[src/rtl/c5421_pkg.sv]
package c5421_pkg;
    localparam int DIG_W = 4;
    localparam int CNT_W = $clog2(DIG_W);

    typedef enum logic [CNT_W-1:0] {
        ST_B0 = 2'd0,
        ST_B1 = 2'd1,
        ST_B2 = 2'd2,
        ST_B3 = 2'd3
    } pos_t;

    typedef struct packed {
        logic [DIG_W-1:0] code;
        logic             bad;
    } conv_t;

    // 5421 code -> decimal value; returns 15 for unused patterns
    function automatic logic [3:0] code_to_dec(input logic [DIG_W-1:0] c);
        logic [3:0] v;
        v = 4'd15;
        if (c[3] == 1'b0) begin
            if (c[2] == 1'b0)           v = {2'b00, c[1:0]};
            else if (c[1:0] == 2'b00)   v = 4'd4;
        end else begin
            if (c[2] == 1'b0)           v = 4'd5 + {2'b00, c[1:0]};
            else if (c[1:0] == 2'b00)   v = 4'd9;
        end
        return v;
    endfunction

    // decimal value -> 5421 code
    function automatic logic [DIG_W-1:0] dec_to_code(input logic [3:0] d);
        logic [DIG_W-1:0] c;
        if (d < 4'd4)       c = {2'b00, d[1:0]};
        else if (d == 4'd4) c = 4'b0100;
        else if (d < 4'd9)  c = {2'b10, 2'(d - 4'd5)};
        else                c = 4'b1100;
        return c;
    endfunction
endpackage

[src/rtl/c5421_shifter.sv]
module c5421_shifter #(
    parameter int W = 4
) (
    input  logic         clk,
    input  logic         rst,
    input  logic         shift_en,
    input  logic         din,
    output logic [W-1:0] q,
    output logic [W-1:0] q_next
);
    assign q_next = {q[W-2:0], din};

    always_ff @(posedge clk) begin
        if (rst)           q <= '0;
        else if (shift_en) q <= q_next;
    end
endmodule

[src/rtl/c5421_conv.sv]
module c5421_conv
    import c5421_pkg::*;
(
    input  logic [DIG_W-1:0] code_in,
    output conv_t            res
);
    logic [3:0] dec;

    always_comb begin
        dec = code_to_dec(code_in);
        if (dec > 4'd9) begin
            res.code = '0;
            res.bad  = 1'b1;
        end else begin
            res.code = dec_to_code(4'd9 - dec);
            res.bad  = 1'b0;
        end
    end
endmodule

[src/rtl/c5421_ninecomp.sv]
module c5421_ninecomp
    import c5421_pkg::*;
(
    input  logic             clk,
    input  logic             rst,
    input  logic             ser_in,
    input  logic             bit_en,
    output logic [DIG_W-1:0] par_out,
    output logic             out_valid,
    output logic             code_err
);
    pos_t             st_q, st_d;
    logic [DIG_W-1:0] sh_q, sh_next;
    conv_t            conv;
    logic             done;

    c5421_shifter #(.W(DIG_W)) u_shift (
        .clk      (clk),
        .rst      (rst),
        .shift_en (bit_en),
        .din      (ser_in),
        .q        (sh_q),
        .q_next   (sh_next)
    );

    c5421_conv u_conv (
        .code_in (sh_next),
        .res     (conv)
    );

    // next-state logic
    always_comb begin
        st_d = st_q;
        done = 1'b0;
        if (bit_en) begin
            unique case (st_q)
                ST_B0: st_d = ST_B1;
                ST_B1: st_d = ST_B2;
                ST_B2: st_d = ST_B3;
                ST_B3: begin
                    st_d = ST_B0;
                    done = 1'b1;
                end
            endcase
        end
    end

    // state register
    always_ff @(posedge clk) begin
        if (rst) st_q <= ST_B0;
        else     st_q <= st_d;
    end

    // output registers
    always_ff @(posedge clk) begin
        if (rst) begin
            par_out   <= '0;
            out_valid <= 1'b0;
            code_err  <= 1'b0;
        end else begin
            out_valid <= done;
            if (done) begin
                par_out  <= conv.code;
                code_err <= conv.bad;
            end
        end
    end
endmodule

[config.mk]
export PLATFORM = sky130hd
export DESIGN_NAME = c5421_ninecomp
export DESIGN_NICKNAME = d
export VERILOG_FILES = /design/src/rtl/c5421_pkg.sv /design/src/rtl/c5421_shifter.sv /design/src/rtl/c5421_conv.sv /design/src/rtl/c5421_ninecomp.sv
export SDC_FILE = /design/constraint.sdc
export NUM_CORES = 1
export LEC_CHECK = 0
export BUFFER_PORTS_ARGS = -buffer_cell sky130_fd_sc_hd__buf_2
export CORE_MARGIN = 3
export CORE_UTILIZATION = 30
export DETAILED_ROUTE_END_ITERATION = 10
export GPL_TIMING_DRIVEN = 0
export HOLD_SLACK_MARGIN = 0.12
export SYNTH_ARGS = -nofsm -noshare
export SYNTH_HDL_FRONTEND = slang
export SYNTH_HIERARCHICAL = 1
export SYNTH_SLANG_ARGS = --single-unit
export TNS_END_PERCENT = 10
[constraint.sdc]
create_clock -name clk -period 2.8 [get_ports clk]
set_input_delay 0.28 -clock clk [delete_from_list [all_inputs] [get_ports clk]]
set_output_delay 0.28 -clock clk [all_outputs]
set_load 0.01 [all_outputs]
# Word level (Yosys, flattened, before mapping)
# Index checks and enable logic that the tools add are counted.
word_totals:
  latchBits: 0
  romBits: 0
  register_bits: 11
  wordCells: 29
  ramBits: 0
  mem_count: 0
op_classes:
  mul: 0
  n_lt_le_gt_ge: 3
  addsub: 3
  n_mux: 12
  div_mod_pow: 0
  n_shift: 0
  n_reduce_logical: 2
  bitwise: 0
  n_eq_ne: 4
op_table:
  columns: ["cell", "count"]
  rows:
  - ["2-to-1 mux 4 bit", 6]
  - ["case mux 2 bit (4 select lines)", 1]
  - ["2-to-1 mux 3 bit", 2]
  - ["2-to-1 mux 5 bit", 1]
  - ["adder 3 x 2 -> 4 bit, first input constant", 1]
  - ["equality test 2 bit, second input constant", 2]
  - ["equality test 4 x 3 -> 1 bit, second input constant", 1]
  - ["> comparator 4 bit, second input constant", 1]
  - ["logical NOT 2 bit", 2]
  - ["less-than comparator 4 x 3 -> 1 bit, second input constant", 1]
  - ["less-than comparator 4 bit, second input constant", 1]
  - ["subtractor 4 bit, first input constant", 1]
  - ["equality test 2 x 1 -> 1 bit, second input constant", 1]
  - ["2-to-1 mux 1 bit", 2]
  - ["subtractor 2 x 1 -> 2 bit, second input constant", 1]

# Longest topological paths before layout
depth:
  depth_word: 10
  depth_mapped: 12
  mapped_depth_nobuf: 11

# Hierarchy
# Netlist, hierarchy kept.
modules_own_cells:
  columns: ["module", "seq_area_each_um2", "area_each_um2", "instances", "cells_per_inst"]
  rows:
  - ["c5421_ninecomp", 160.2, 379.1, 1, 38]
  - ["c5421_conv", 0.0, 299.0, 1, 41]
  - ["c5421_shifter", 80.1, 170.2, 1, 17]

# Least setup slack after synthesis
# OpenSTA, ideal clock, no wires.
synth_path:
  path_type: "register to register"
  start: "reg u_shift.q[0]"
  end: "reg par_out[2]"
  t_arrival_ps: 2043
  required_ps: 2730
  stages_incl_launch_ff: 13
  period_less_slack_ps: 2113
  setup_ps: 70
  setup_slack_ps: 687
  path_cell_list: "dfxtp_1 -> buf_4 -> inv_1 -> ha_1 -> nand2_1 -> o21ai_0 -> o21ai_0 -> ha_1 -> xnor2_2 -> a211o_1 -> o31ai_1 -> nand3_1 -> a21oi_1"
synth_rtl:
  columns: ["element", "line_no", "rtl"]
  rows:
  - ["from (decl)", "c5421_shifter.sv:8", "output logic [W-1:0] q,"]
  - ["from (signal assigned)", "c5421_shifter.sv:15", "else if (shift_en) q <= q_next;"]
  - ["to (signal assigned)", "c5421_ninecomp.sv:63", "par_out <= conv.code;"]
  - ["to (decl)", "c5421_ninecomp.sv:8", "output logic [DIG_W-1:0] par_out,"]

==> results.md <==
| Quantity | Value |
|---|---|
| Status | finished, final reports clean |
| Syn. warnings | 6 |
| Number of I/O pins | 10 |
| CTS Root Cell | clkbuf_4 |
| Post-Syn Area per Cell | 8.758 µm² |
| Via count | 658 |
| Fin crit share | 85.34% |
| Detailed placer's ending HPWL | 1105 µm |
| Crit path kind | reg2reg |
| Max Clock Skew | 0.003575 ns |
| Final Worst Setup Slack | 0.4104 ns |
| Slew headroom | 66.18% |
| Area growth from synthesis to final layout | 13.52% |
| FF+latch area | 220.2 µm² |
| Wire per inst | 10.15 µm |
| Via density per instance | 4.838 |
| Register clock-pin slew on the reported worst setup and hold paths | 0.07 ns |
| Core box area | 0.002522 mm² |
| Site row count | 18 |
| Req. time, crit path | 3.00 ns |
| Dpl ws | 0.3853 ns |
| Sort of element at the start of the critical path | register |
| Count of buffers inserted at the top-level ports | 9 |
| Syn Std Cell Area | 814.5 µm² |
| LEAKAGE | 0.4026 nW |
| Path category of the worst min-delay check | in2reg |
| Final hold violations | 0 |
| Commonest cells after routing, fill and taps aside | dfxtp_1 (11), buf_2 (10), nand3_1 (9), nor2_1 (9), ha_1 (8) |
| Initial cell density of the core | 32.29% |
| TritonCTS buffer count | 3 |
| Clock tree from TritonCTS | yes |
| Most common cell after layout, fill and taps aside | dfxtp_1 |
| Top achievable clock speed | 418.5 MHz |
| Setup total negative slack | 0 ns |
| Clock Tree Buf Depth | 2 |
| Critical Path Sink Type | register |
| Post-synth net total | 105 |
| Pin count of the biggest net entering global routing | 11 |
| Power density relative to cell area | 392.3 mW/mm² |
| Die width | 58.11 µm |
| Number of buffers inserted by hold repair at cts | 0 |
| Setup Fix Bufs, Post-CTS | 0 |
| Final count of pins violating max slew | 0 |
| Count of placed standard cells including taps | 132 |
| DRC errors left | 0 |
| Total wire length | 1381 µm |
| GR Overflow Total | 0 |
| Worst-path maximum fanout | 9 |
| Core Util, Final | 36.66% |
| Setup repair after global routing missed its margin | no |
| Layout cell share with drive strength beyond 1 | 32.08% |
| Number of cells upsized or downsized after cts | 0 |
| First-pass GRT wire length | 2622 µm |
| Clock Sinks | 11 |
| Minimum period implied by the final worst setup slack | 2.390 ns |
| Worst IR drop on VDD | 367.4 µV |
| Clk Latency, worst-skew pair | 0.27 ns |
| Remaining antenna violation count after routing | 0 |
| MaxCap Viol Count | 0 |
| Multi-input logic area | 494.2 µm² |
| Gate count after technology mapping | 93 |
| Number of antenna violations at the first check in global routing | 0 |
| Total Die Area | 0.003376 mm² |
| Number of nets in the final layout | 119 |
| Worst-Margin Slew | 0.4932 ns |
| Number of non-filler instances in the completed layout | 136 |
| Die Y | 58.11 µm |
| Number of detailed-routing iterations run before antenna repair | 4 |
| Vias in the first global route | 641 |
| Filler cells | 275 |
| H-tree lvl count | 1 |
| Detailed router's first-iteration violation count | 8 |
| Final weighted congestion of routability-driven global placement | 0.8192 |
| Arrival time at the worst endpoint | 2.59 ns |
| Final setup violation count | 0 |
| Number of antenna repair diodes | 0 |
| Global-route total usage across every layer | 9.660% |
## metal layers
metal / vias to the layer above / track usage (%) / part of all wire, %
met5: - / 0 / 0
met4: 0 / 1.987 / 0
met3: 0 / 4.009 / 5.1
met2: 10 / 15.65 / 47
met1: 301 / 12.03 / 48
li1: 347 / - / -
## final timing paths
| path | from | to | slack [ns] | cells after the start |
|---|---|---|---|---|
| min | rst | u_shift/q[1] | 0.22 | 2 |
| min reg2reg | st_q[0] | st_q[0] | 0.52 | 2 |
| max | u_shift/q[0] | par_out[0] | 0.41 | 12 |
| max reg2reg | u_shift/q[0] | par_out[0] | 0.41 | 12 |
## flip-flops by register name, summed over array words and instances (netlist names)
| register | flops |
|---|---|
| out_valid | 1 |
| st_q | 2 |
| par_out | 4 |
| u_shift/q | 3 |
| code_err | 1 |
## report_power, final
group	switching, W	internal, W	leakage (nW)	total, W
Sequential	0.00000399	0.000161	0.0893	0.000165
Combinational	0.0000480	0.0000412	0.296	0.0000892
Clock	0.0000553	0.0000529	0.0177	0.000108
Total	0.000107	0.000255	0.403	0.000363
## area by class of cell
type / instances / area share (%)
plain buffers: 10 / 8.390
clock buffers: 3 / 2.436
inverters: 6 / 2.436
repair buffers: 9 / 4.871
multi-input cells: 66 / 53.45
clock inverters: 1 / 0.5413
flip-flops and latches: 11 / 23.82
well taps: 30 / 4.060
## stage by stage
step                      area, µm²  hold slack [ns]  total power [W]
after floorplan               814.5           0.3524        0.0002410
after CTS                     924.6           0.2169        0.0003656
after global routing          924.6           0.2236        0.0003893
final                         924.6           0.2165        0.0003628
after global placement        897.1           0.4888        0.0002556
after detailed placement      897.1           0.5058        0.0002589
## critical path, stage by stage (launching register included)
cell      delay, ns
dfxtp_1        0.36
buf_4          0.12
inv_1          0.05
ha_1           0.29
nand2_1        0.09
o21ai_0        0.08
o21ai_0        0.32
ha_1           0.27
xnor2_2        0.15
nand4b_1       0.20
a31oi_1        0.17
nand3_1        0.09
a21oi_1        0.12
Note: power is estimated with default switching activity, not from simulation.
